File: config.mk
export PLATFORM = sky130hd
export DESIGN_NAME = assoc2_cache
export DESIGN_NICKNAME = d
export VERILOG_FILES = /design/src/rtl/assoc2_cache_pkg.sv /design/src/rtl/cache_addr_split.sv /design/src/rtl/cache_way_array.sv /design/src/rtl/cache_lru_bits.sv /design/src/rtl/cache_ctrl.sv /design/src/rtl/assoc2_cache.sv
export SDC_FILE = /design/constraint.sdc
export NUM_CORES = 2
export LEC_CHECK = 0
export BUFFER_PORTS_ARGS = -buffer_cell sky130_fd_sc_hd__buf_2
export CELL_PAD_IN_SITES_DETAIL_PLACEMENT = 0
export CELL_PAD_IN_SITES_GLOBAL_PLACEMENT = 2
export CORE_ASPECT_RATIO = 0.75
export CORE_MARGIN = 8
export CORE_UTILIZATION = 45
export CTS_BUF_LIST = sky130_fd_sc_hd__clkbuf_8
export CTS_CLUSTER_SIZE = 30
export DETAILED_ROUTE_END_ITERATION = 16
export GPL_ROUTABILITY_DRIVEN = 1
export PLACE_DENSITY = 0.72
export SLEW_MARGIN = 5
export SYNTH_ARGS = -nofsm -noshare
export SYNTH_HDL_FRONTEND = slang
export SYNTH_MEMORY_MAX_BITS = 65536
export SYNTH_SLANG_ARGS = --single-unit
File: constraint.sdc
create_clock -name clk -period 11.86 [get_ports clk]
set_clock_uncertainty 0.15 [all_clocks]
set_input_delay 1.186 -clock clk [delete_from_list [all_inputs] [get_ports clk]]
set_output_delay 1.186 -clock clk [all_outputs]
set_load 0.005 [all_outputs]
File: src/rtl/assoc2_cache_pkg.sv
package assoc2_cache_pkg;

   typedef enum logic [0:0] {
      ST_IDLE = 1'b0,
      ST_FILL = 1'b1
   } fill_state_e;

   localparam int unsigned NUM_WAYS = 2;

endpackage

File: src/rtl/cache_addr_split.sv
module cache_addr_split #(
   parameter int unsigned ADDR_W = 16,
   parameter int unsigned OFF_W  = 2,
   parameter int unsigned IDX_W  = 4,
   parameter int unsigned TAG_W  = 10,
   parameter int unsigned OFF_WS = 2
) (
   input  logic [ADDR_W-1:0] addr,
   output logic [TAG_W-1:0]  tag,
   output logic [IDX_W-1:0]  idx,
   output logic [OFF_WS-1:0] off
);

   if (OFF_W == 0) begin : g_no_off
      assign off = '0;
      assign idx = addr[IDX_W-1:0];
   end else begin : g_off
      assign off = addr[OFF_W-1:0];
      assign idx = addr[OFF_W+IDX_W-1:OFF_W];
   end

   assign tag = addr[ADDR_W-1 -: TAG_W];

endmodule

File: src/rtl/cache_way_array.sv
module cache_way_array #(
   parameter int unsigned SETS  = 16,
   parameter int unsigned IDX_W = 4,
   parameter int unsigned TAG_W = 10,
   parameter int unsigned BLK_W = 128
) (
   input  logic             clk,
   input  logic             rst_n,
   input  logic [IDX_W-1:0] rd_idx,
   input  logic [TAG_W-1:0] cmp_tag,
   output logic             rd_valid,
   output logic             rd_match,
   output logic [BLK_W-1:0] rd_data,
   input  logic             wr_en,
   input  logic [IDX_W-1:0] wr_idx,
   input  logic [TAG_W-1:0] wr_tag,
   input  logic [BLK_W-1:0] wr_data
);

   logic [SETS-1:0]  valid_q;
   logic [TAG_W-1:0] tag_q  [SETS];
   logic [BLK_W-1:0] data_q [SETS];

   always_ff @(posedge clk) begin
      if (!rst_n) begin
         valid_q <= '0;
      end else if (wr_en) begin
         valid_q[wr_idx] <= 1'b1;
      end
   end

   always_ff @(posedge clk) begin
      if (wr_en) begin
         tag_q[wr_idx]  <= wr_tag;
         data_q[wr_idx] <= wr_data;
      end
   end

   assign rd_valid = valid_q[rd_idx];
   assign rd_data  = data_q[rd_idx];
   assign rd_match = rd_valid && (tag_q[rd_idx] == cmp_tag);

endmodule

File: src/rtl/cache_lru_bits.sv
module cache_lru_bits #(
   parameter int unsigned SETS  = 16,
   parameter int unsigned IDX_W = 4
) (
   input  logic             clk,
   input  logic             rst_n,
   input  logic [IDX_W-1:0] rd_idx,
   output logic             rd_victim,
   input  logic             upd,
   input  logic [IDX_W-1:0] upd_idx,
   input  logic             upd_way
);

   logic [SETS-1:0] victim_q;

   always_ff @(posedge clk) begin
      if (!rst_n) begin
         victim_q <= '0;
      end else if (upd) begin
         victim_q[upd_idx] <= ~upd_way;
      end
   end

   assign rd_victim = victim_q[rd_idx];

endmodule

File: src/rtl/cache_ctrl.sv
module cache_ctrl
   import assoc2_cache_pkg::*;
#(
   parameter int unsigned ADDR_W = 16,
   parameter int unsigned DATA_W = 32,
   parameter int unsigned OFF_W  = 2,
   parameter int unsigned OFF_WS = 2,
   parameter int unsigned BLK_W  = 128,
   parameter int unsigned CNT_W  = 16
) (
   input  logic              clk,
   input  logic              rst_n,
   input  logic              req,
   input  logic [ADDR_W-1:0] addr,
   input  logic [OFF_WS-1:0] acc_off,
   input  logic [1:0]        hit_vec,
   input  logic [1:0]        way_valid,
   input  logic              lru_victim,
   input  logic [BLK_W-1:0]  hit_blk,
   input  logic              mem_valid,
   input  logic [BLK_W-1:0]  mem_data,
   input  logic [OFF_WS-1:0] pend_off,
   output logic              ready,
   output logic              mem_req,
   output logic [ADDR_W-1:0] pend_addr,
   output logic [1:0]        wr_en,
   output logic              lru_upd,
   output logic              fill_now,
   output logic              use_way,
   output logic              resp_valid,
   output logic              resp_hit,
   output logic [DATA_W-1:0] resp_data,
   output logic [CNT_W-1:0]  hit_cnt,
   output logic [CNT_W-1:0]  miss_cnt
);

   fill_state_e       state_q;
   logic              victim_q;
   logic              accept;
   logic              any_hit;
   logic              hit_now;
   logic              pick_way;
   logic [DATA_W-1:0] hit_word;
   logic [DATA_W-1:0] fill_word;

   if (OFF_W == 0) begin : g_one_word
      assign hit_word  = hit_blk[DATA_W-1:0];
      assign fill_word = mem_data[DATA_W-1:0];
   end else begin : g_many_words
      assign hit_word  = hit_blk[acc_off*DATA_W +: DATA_W];
      assign fill_word = mem_data[pend_off*DATA_W +: DATA_W];
   end

   assign ready    = (state_q == ST_IDLE);
   assign accept   = req && ready;
   assign any_hit  = |hit_vec;
   assign hit_now  = accept && any_hit;
   assign fill_now = (state_q == ST_FILL) && mem_valid;
   assign lru_upd  = hit_now || fill_now;
   assign use_way  = fill_now ? victim_q : hit_vec[1];

   always_comb begin
      if (!way_valid[0]) begin
         pick_way = 1'b0;
      end else if (!way_valid[1]) begin
         pick_way = 1'b1;
      end else begin
         pick_way = lru_victim;
      end
   end

   for (genvar w = 0; w < 2; w++) begin : g_wen
      assign wr_en[w] = fill_now && (victim_q == w[0]);
   end

   always_ff @(posedge clk) begin
      if (!rst_n) begin
         state_q    <= ST_IDLE;
         victim_q   <= 1'b0;
         mem_req    <= 1'b0;
         pend_addr  <= '0;
         resp_valid <= 1'b0;
         resp_hit   <= 1'b0;
         resp_data  <= '0;
         hit_cnt    <= '0;
         miss_cnt   <= '0;
      end else begin
         resp_valid <= 1'b0;
         unique case (state_q)
            ST_IDLE: begin
               if (accept) begin
                  if (any_hit) begin
                     resp_valid <= 1'b1;
                     resp_hit   <= 1'b1;
                     resp_data  <= hit_word;
                     hit_cnt    <= hit_cnt + CNT_W'(1);
                  end else begin
                     state_q   <= ST_FILL;
                     pend_addr <= addr;
                     victim_q  <= pick_way;
                     mem_req   <= 1'b1;
                  end
               end
            end
            ST_FILL: begin
               if (mem_valid) begin
                  state_q    <= ST_IDLE;
                  mem_req    <= 1'b0;
                  resp_valid <= 1'b1;
                  resp_hit   <= 1'b0;
                  resp_data  <= fill_word;
                  miss_cnt   <= miss_cnt + CNT_W'(1);
               end
            end
            default: state_q <= ST_IDLE;
         endcase
      end
   end

endmodule

File: src/rtl/assoc2_cache.sv
module assoc2_cache #(
   parameter int unsigned ADDR_W    = 16,
   parameter int unsigned DATA_W    = 32,
   parameter int unsigned SETS      = 16,
   parameter int unsigned BLK_WORDS = 4,
   parameter int unsigned CNT_W     = 16,
   localparam int unsigned OFF_W    = $clog2(BLK_WORDS),
   localparam int unsigned IDX_W    = $clog2(SETS),
   localparam int unsigned BLK_AW   = ADDR_W - OFF_W,
   localparam int unsigned BLK_W    = DATA_W * BLK_WORDS
) (
   input  logic              clk,
   input  logic              rst_n,
   input  logic              req,
   input  logic [ADDR_W-1:0] addr,
   output logic              ready,
   output logic              resp_valid,
   output logic              resp_hit,
   output logic [DATA_W-1:0] resp_data,
   output logic              mem_req,
   output logic [BLK_AW-1:0] mem_addr,
   input  logic              mem_valid,
   input  logic [BLK_W-1:0]  mem_data,
   output logic [CNT_W-1:0]  hit_cnt,
   output logic [CNT_W-1:0]  miss_cnt
);

   localparam int unsigned TAG_W  = ADDR_W - OFF_W - IDX_W;
   localparam int unsigned OFF_WS = (OFF_W > 0) ? OFF_W : 1;

   if (SETS < 2 || (SETS & (SETS - 1)) != 0) begin : g_bad_sets
      $error("assoc2_cache: SETS must be a power of two and at least 2");
   end
   if (BLK_WORDS < 1 || (BLK_WORDS & (BLK_WORDS - 1)) != 0) begin : g_bad_blk
      $error("assoc2_cache: BLK_WORDS must be a power of two");
   end
   if (ADDR_W <= OFF_W + IDX_W) begin : g_bad_addr
      $error("assoc2_cache: ADDR_W leaves no tag bits");
   end

   logic [TAG_W-1:0]  acc_tag,  pend_tag;
   logic [IDX_W-1:0]  acc_idx,  pend_idx;
   logic [OFF_WS-1:0] acc_off,  pend_off;
   logic [ADDR_W-1:0] pend_addr;
   logic [1:0]        hit_vec;
   logic [1:0]        way_valid;
   logic [1:0]        wr_en;
   logic [BLK_W-1:0]  way_data [2];
   logic [BLK_W-1:0]  hit_blk;
   logic              lru_victim;
   logic              lru_upd;
   logic              fill_now;
   logic              use_way;

   cache_addr_split #(
      .ADDR_W(ADDR_W), .OFF_W(OFF_W), .IDX_W(IDX_W), .TAG_W(TAG_W), .OFF_WS(OFF_WS)
   ) acc_split_i (
      .addr(addr), .tag(acc_tag), .idx(acc_idx), .off(acc_off)
   );

   cache_addr_split #(
      .ADDR_W(ADDR_W), .OFF_W(OFF_W), .IDX_W(IDX_W), .TAG_W(TAG_W), .OFF_WS(OFF_WS)
   ) pend_split_i (
      .addr(pend_addr), .tag(pend_tag), .idx(pend_idx), .off(pend_off)
   );

   for (genvar w = 0; w < 2; w++) begin : g_way
      cache_way_array #(
         .SETS(SETS), .IDX_W(IDX_W), .TAG_W(TAG_W), .BLK_W(BLK_W)
      ) way_i (
         .clk      (clk),
         .rst_n    (rst_n),
         .rd_idx   (acc_idx),
         .cmp_tag  (acc_tag),
         .rd_valid (way_valid[w]),
         .rd_match (hit_vec[w]),
         .rd_data  (way_data[w]),
         .wr_en    (wr_en[w]),
         .wr_idx   (pend_idx),
         .wr_tag   (pend_tag),
         .wr_data  (mem_data)
      );
   end

   assign hit_blk = hit_vec[1] ? way_data[1] : way_data[0];

   cache_lru_bits #(
      .SETS(SETS), .IDX_W(IDX_W)
   ) lru_i (
      .clk       (clk),
      .rst_n     (rst_n),
      .rd_idx    (acc_idx),
      .rd_victim (lru_victim),
      .upd       (lru_upd),
      .upd_idx   (fill_now ? pend_idx : acc_idx),
      .upd_way   (use_way)
   );

   cache_ctrl #(
      .ADDR_W(ADDR_W), .DATA_W(DATA_W), .OFF_W(OFF_W), .OFF_WS(OFF_WS),
      .BLK_W(BLK_W), .CNT_W(CNT_W)
   ) ctrl_i (
      .clk        (clk),
      .rst_n      (rst_n),
      .req        (req),
      .addr       (addr),
      .acc_off    (acc_off),
      .hit_vec    (hit_vec),
      .way_valid  (way_valid),
      .lru_victim (lru_victim),
      .hit_blk    (hit_blk),
      .mem_valid  (mem_valid),
      .mem_data   (mem_data),
      .pend_off   (pend_off),
      .ready      (ready),
      .mem_req    (mem_req),
      .pend_addr  (pend_addr),
      .wr_en      (wr_en),
      .lru_upd    (lru_upd),
      .fill_now   (fill_now),
      .use_way    (use_way),
      .resp_valid (resp_valid),
      .resp_hit   (resp_hit),
      .resp_data  (resp_data),
      .hit_cnt    (hit_cnt),
      .miss_cnt   (miss_cnt)
   );

   assign mem_addr = {pend_tag, pend_idx};

endmodule

After elaboration in Yosys (flattened, before gate mapping)
Memories as Yosys holds them, arrays and structs flattened.
Cells that the tools add are included.
{"block": "word_totals", "register_bits": 133, "input_bits": 148, "elab_cells": 92, "mem_count": 4, "ram_bits": 4416}
{"block": "classes", "shift": 2, "magnitude_cmp": 5, "bitwise_logic": 6, "add_sub_neg": 2, "eq_ne": 6, "muxes": 39, "n_reduce_logical": 16}
{"name": "g_way[0].way_i.data_q", "depth": 16, "word_bits": 128, "rd": 1, "rd_clocked_by_memory_dff": 0, "write_ports": 1, "line": "cache_way_array.sv:22", "text": "logic [BLK_W-1:0] data_q [SETS];"}
{"name": "g_way[1].way_i.data_q", "depth": 16, "word_bits": 128, "rd": 1, "rd_clocked_by_memory_dff": 0, "write_ports": 1, "line": "cache_way_array.sv:22"}
{"name": "g_way[0].way_i.tag_q", "depth": 16, "word_bits": 10, "rd": 1, "rd_clocked_by_memory_dff": 0, "write_ports": 1, "line": "cache_way_array.sv:21", "text": "logic [TAG_W-1:0] tag_q [SETS];"}
{"name": "g_way[1].way_i.tag_q", "depth": 16, "word_bits": 10, "rd": 1, "rd_clocked_by_memory_dff": 0, "write_ports": 1, "line": "cache_way_array.sv:21"}
{"cell": "128-bit by 8-bit indexed part select with 32-bit output", "n": 2}
{"cell": "128-bit two-way mux", "n": 1}
{"cell": "32-bit two-way mux", "n": 3}
{"cell": "32-bit case mux with 2 select lines", "n": 1}
{"cell": "16-bit by 1-bit adder with 16-bit output (second input constant)", "n": 2}
{"cell": "16-bit bitwise OR", "n": 2}
{"cell": "1-bit two-way mux", "n": 23}
{"cell": "10-bit equality test", "n": 2}
{"cell": "16-bit bitwise mux", "n": 1}
{"cell": "4-bit by 5-bit < comparator with 1-bit output (second input constant)", "n": 3}
{"cell": "1-bit binary-select mux with 4-bit select", "n": 3}
{"cell": "3-bit AND reduction", "n": 4}
{"cell": "1-bit logical AND", "n": 9}
{"cell": "1-bit demux with 4-bit select", "n": 2}
{"cell": "4-bit by 1-bit greater-or-equal comparator with 1-bit output (second input constant)", "n": 2}
{"cell": "2-bit inequality test (second input constant)", "n": 4}
{"cell": "1-bit case mux with 2 select lines", "n": 4}
{"cell": "4-bit two-way mux", "n": 1}
{"cell": "1-bit inverter", "n": 4}
{"cell": "2-bit AND reduction", "n": 1}
{"cell": "2-bit OR reduction", "n": 1}
{"cell": "1-bit logical OR", "n": 1}

Depth between registers and ports, before layout
{"block": "logic_depth", "word_depth": 8, "mapped_depth": 16, "mapped_depth_nobuf": 10}

Modules after synthesis
A second synthesis with hierarchy kept.
{"block": "hier_totals", "cells_unflattened": 7312, "hier_area_um2": 175185.5}
{"mod": "cache_way_array at g_way[1].way_i", "area_each_um2": 83790.4, "cells_per_inst": 3314, "seq_area_each_um2": 66623.9, "n_inst": 1}
{"mod": "cache_way_array at g_way[0].way_i", "area_each_um2": 83707.8, "cells_per_inst": 3233, "seq_area_each_um2": 66623.9, "n_inst": 1}
{"mod": "cache_ctrl", "area_each_um2": 5003.5, "cells_per_inst": 514, "seq_area_each_um2": 1701.6, "n_inst": 1}
{"mod": "assoc2_cache", "area_each_um2": 1664.1, "cells_per_inst": 146, "seq_area_each_um2": 0.0, "n_inst": 1}
{"mod": "cache_lru_bits", "area_each_um2": 779.5, "cells_per_inst": 73, "seq_area_each_um2": 320.3, "n_inst": 1}
{"mod": "cache_addr_split", "area_each_um2": 120.1, "cells_per_inst": 16, "seq_area_each_um2": 0.0, "n_inst": 2}

Worst setup path before layout
Ideal clock, no wire load.
{"block": "synth_timing", "path_kind": "input to register", "from": "in mem_valid", "to": "mem g_way[0].way_i.data_q[3][0], enable pin", "path_buffers": 0, "t_required_ns": 10.904, "setup_time_ns": 0.806, "arrival_time_ns": 11.082, "stages": 3, "path_slack_ns": -0.179, "path_cell_list": "nand2_1 -> or3_1 -> nor3_1"}
{"block": "synth_between", "elab_chain_len": 4}
{"element": "start, declared", "line": "assoc2_cache.sv:22", "text": "input logic mem_valid,"}
{"element": "1-bit logical AND", "line": "cache_ctrl.sv:58", "text": "assign fill_now = (state_q == ST_FILL) && mem_valid;"}
{"element": "1-bit logical AND", "line": "cache_ctrl.sv:73", "text": "assign wr_en[w] = fill_now && (victim_q == w[0]);"}
{"element": "1-bit two-way mux", "line": "cache_way_array.sv:33", "text": "if (wr_en) begin"}
{"element": "1-bit two-way mux (implied by the code)", "line": "cache_way_array.sv:35", "text": "data_q[wr_idx] <= wr_data;"}
{"element": "end, declared", "line": "cache_way_array.sv:22"}
Every way passes these cells.

Worst setup path after layout
{"block": "layout_timing", "from": "in addr[3]", "to": "reg ctrl_i.resp_data[12]"}
{"block": "layout_between", "elab_chain_len": 8, "word_cells_on_any_way": 20, "cone_classes": "eq/ne: 3; shift: 1; mux: 8; reduce/logical: 4; memory: 4"}
{"element": "start, declared", "line": "assoc2_cache.sv:15", "text": "input logic [ADDR_W-1:0] addr,"}
{"element": "memory read 16 x 10 bit or 1-bit binary-select mux with 4-bit select (tied branches)"}
{"element": "10-bit equality test or 1-bit two-way mux (tied branches)", "line": "cache_way_array.sv:41, cache_way_array.sv:39"}
{"element": "1-bit logical AND", "line": "cache_way_array.sv:41", "text": "assign rd_match = rd_valid && (tag_q[rd_idx] == cmp_tag);"}
{"element": "128-bit two-way mux", "line": "assoc2_cache.sv:85", "text": "assign hit_blk = hit_vec[1] ? way_data[1] : way_data[0];"}
{"element": "128-bit by 8-bit indexed part select with 32-bit output", "line": "cache_ctrl.sv:50", "text": "assign hit_word = hit_blk[acc_off*DATA_W +: DATA_W];"}
{"element": "32-bit two-way mux", "line": "cache_ctrl.sv:92", "text": "if (any_hit) begin"}
{"element": "32-bit two-way mux", "line": "cache_ctrl.sv:91", "text": "if (accept) begin"}
{"element": "32-bit case mux with 2 select lines", "line": "cache_ctrl.sv:89", "text": "unique case (state_q)"}
{"element": "end signal, assigned", "line": "cache_ctrl.sv:95", "text": "resp_data <= hit_word;"}
{"element": "end signal, assigned", "line": "cache_ctrl.sv:111", "text": "resp_data <= fill_word;"}
{"element": "end, declared", "line": "cache_ctrl.sv:32", "text": "output logic [DATA_W-1:0] resp_data,"}
Parallel ways exist; a longest one is shown, timed or not. The select of a mux whose other input is x is not followed.
A chain may end at the register's enable or synchronous reset.

==> results.md <==
* Clk pin slew, worst setup/hold paths at around 70 ps
* Synth Warn # at 0
* H-tree lvl count at 6
* Routed Antenna Nets at 0
* Dpl cell area at 183000 sq um
* Pwr Density at around 160 nW/um^2
* Clock network power share at a little under two fifths
* Final WS setup at 5870 ps
* Post-CTS Resized at 0
* Initial antenna violation count at 58
* Synth Net Count at roughly 7700
* Post-DP HPWL at between 200000 and 300000 um
* Tmin final at about 6000 ps
* Period utilisation layout at between 50% and 60%
* Initial Util at a little under half
* Combinational share of power at ~5.0%
* Largest family of logic cells by synthesized area: multiplexers
* Switch share at a little under a quarter
* Clock Sinks at 4549
* Final hold violation count at 0
* Die footprint at ~410000 sq um
* Number of global-route vias before repair at approximately 87000
* Worst-skew pair later-pin latency at 1090 ps
* Num CTS Buffers at 676
* Clock buffer depth at 4
* Die Span Y at between 500 and 600 um
* Layout cells sized above 1 at 31.1%
* First-pass GRT wire length at 696000 um
* Drt via density at slightly above 6
* Layout area overhead at 11.4%
* Hold Slack at about 300 ps
* Post-Route WL at about 500000 um
* Die X at between 700 and 800 um
* Placed Cells at 12710
* Leak at around 60 nW
* Worst Tran Pin Value at around 1300 ps
* Hold Path Class: in -> reg
* CP Capture Type: register
* Post-Synth Simple-Gate Area at under 10%
* GRT Total Usage at 24.1%
* Yosys cell types at slightly below 80
* Max Cap Viol at 0
* Number of flops mapped to enable cells by yosys at between 4000 and 5000
* Clock Tree Root: clkbuf_8
* Drt wl/cell at 36.0 um
* RSZ-0062 raised after global routing: false
* Final core occ at between 50% and 60%
* Net Sw Power at approximately 7 mW
* Pre-CTS WS at 4690 ps
* Setup TNS Final at 0 ps
* Status: complete, no violations
* Post-Synth XOR/XNOR Area at less than 1%
* TritonRoute pass-1 iters at 5
* Post-route DRC at 0
* Ys flop type: edfxtp_1
* Post-layout net count at roughly 8300
* F_max at between 150 and 200 MHz
* # rows at around 200
* Async SR Flop Fraction at 0%
* Sequential share of power at 57.2%
* # IOs at 230
* Post-Synth Adder-Cell Area at 0.0143%
* Post-route insts no fill at about 14000
* Via count at about 86000
* Slew Limit Fails at 0
* # hold bufs at CTS at 0
* Multiplexer share of the synthesized area at 18.6%
* Design Area, Final at about 200000 sq um
* IO buf count at 229
* Largest net degree at the start of global routing at between 100 and 150
* Fill cells at roughly 30000
* Worst vdd ir at between 0.1 and 0.15 mV
* Post-CTS Setup Repair Bufs at 0
* Synth Area in Compound Gates at ~1.1%
* Worst setup SP type: input port
* CTS tree: yes
* Syn_area_per_cell at 23.3 sq um
* GPL Wtd Cong at between 0.7 and 0.8
* Critical Path AT at ~7000 ps
* Number of synthesized register bits at 4549
* Final setup violation count at 0
* Mapped Area at 175000 sq um
* Relative slew slack at 13.1%
* Initial drt markers at 10914
* Pint at between 20 and 25 mW
* Total power at about 31 mW
* Syn Inst Count at approximately 7500
* CP max FO at around 110
* Path type of the worst setup path: in -> reg
* Total gr overflow at 0
* CP Data Required Time at ~13000 ps
* Sequential share of the synthesized area at 77.2%
* Core area at ~390000 sq um
[cells in the mapped netlist, drive strengths merged (25+ instances only)]
| cell type | count | area, sq um |
|---|---|---|
| nand2 | 266 | 998 |
| o21ai | 41 | 213 |
| xnor2 | 25 | 219 |
| a22oi | 43 | 323 |
| nand3 | 105 | 526 |
| dfxtp | 133 | 2660 |
| mux2 | 44 | 495 |
| buf | 290 | 1500 |
| edfxtp | 4416 | 133000 |
| clkbuf | 148 | 557 |
| mux2i | 133 | 1330 |
| mux4 | 1367 | 30800 |
| nor2 | 176 | 661 |
| o211ai | 60 | 450 |
[placed cells by master, fill, tap and decap left out, types with 10 or more instances in the layout]
master and instances:
buf_2 223, nand4_1 13, inv_1 244, xor2_1 14
nand2b_1 15, mux2i_1 133, clkbuf_8 707, clkinvlp_4 13
a21oi_1 10, bufinv_16 10, o22ai_1 10, mux4_2 1366
a22oi_1 43, a311oi_1 23, nand2_1 266, buf_4 178
dfxtp_1 128, nor2_4 29, mux2_2 44, nor3_1 12
diode_2 29, clkinv_2 56, clkinv_1 167, xnor2_1 25
buf_12 32, nor2b_1 16, nand3_1 105, edfxtp_1 4416
nor2_1 147, o211ai_1 60, and3_1 17, o21ai_0 38
[layout make-up]
| type | instances | area, sq um | area share, % |
|---|---|---|---|
| antenna | 29 | 72.6 | 0.0372 |
| clock buffer | 707 | 9730 | 4.98 |
| clock inverter | 494 | 2340 | 1.20 |
| inverter | 18 | 80.1 | 0.0410 |
| multi-input combinational | 2507 | 38100 | 19.5 |
| sequential | 4549 | 135000 | 69.3 |
| tap | 5200 | 6510 | 3.33 |
| timing repair buffer | 436 | 3130 | 1.60 |
[worst max-delay path: stages]
cell,delay [ps]
buf_8,510
buf_12,630
mux4_2,600
mux4_2,520
xnor2_1,230
nand4_1,170
nor4b_4,580
o21ai_2,350
a211oi_4,560
buf_4,550
nand2_1,260
buf_4,290
o211ai_1,210
[layer usage]
| metal | up-vias | track usage [%] | share of wire, % |
|---|---|---|---|
| met2 | 4476 | 37.4 | 47 |
| met1 | 47682 | 35.8 | 42 |
| met4 | 8 | 5.36 | 2.1 |
| met5 | - | 0 | 0.0092 |
| met3 | 712 | 4.68 | 9.1 |
| li1 | 33555 | - | - |
[registers in the layout (all words and copies together), names as in the netlist]
name,flops
ctrl_i.miss_cnt,16
ctrl_i.resp_valid,1
ctrl_i.pend_addr,16
g_way.way_i.valid_q,32
ctrl_i.resp_data,32
ctrl_i.mem_req,1
ctrl_i.resp_hit,1
ctrl_i.state_q,1
g_way.way_i.tag_q,320
ctrl_i.victim_q,1
g_way.way_i.data_q,4096
lru_i.victim_q,16
ctrl_i.hit_cnt,16
[path summary, 6_finish.rpt]
kind | end | startpoint | slack, ps | cells past startpoint
worst max-delay path | ctrl_i.resp_data[12] | addr[3] | 5870 | 13
worst min-delay path | ctrl_i.state_q | mem_valid | 300 | 3
worst max register to register | ctrl_i.resp_data[19] | g_way[1].way_i.tag_q[11][5] | 6960 | 12
worst min register to register | lru_i.victim_q[10] | lru_i.victim_q[10] | 310 | 2
[logic make-up (layout without fill, tap and decap cells)]
logic type                 count (synthesis)  count (layout)
other                                      0              29
DFF                                     4549            4549
AOI/OAI and AO/OA                        251             251
xor gates and xnor gates                  39              39
and+or+nand+nor                          671             671
muxes                                   1544            1544
adders and majority gates                  2               2
buffers and inverters                    456            1655
[power by group through the flow]
| stage | sequential, mW | combinational (mW) | clock, mW |
|---|---|---|---|
| floorplan | 18.0 | 0.901 | 0 |
| global placement | 18.1 | 1.53 | 0 |
| detailed placement | 18.1 | 1.55 | 0 |
| CTS | 17.7 | 1.56 | 12.0 |
| global route | 17.7 | 1.63 | 12.6 |
| finish | 17.7 | 1.54 | 11.7 |
Power figures use the tool's default switching activity.
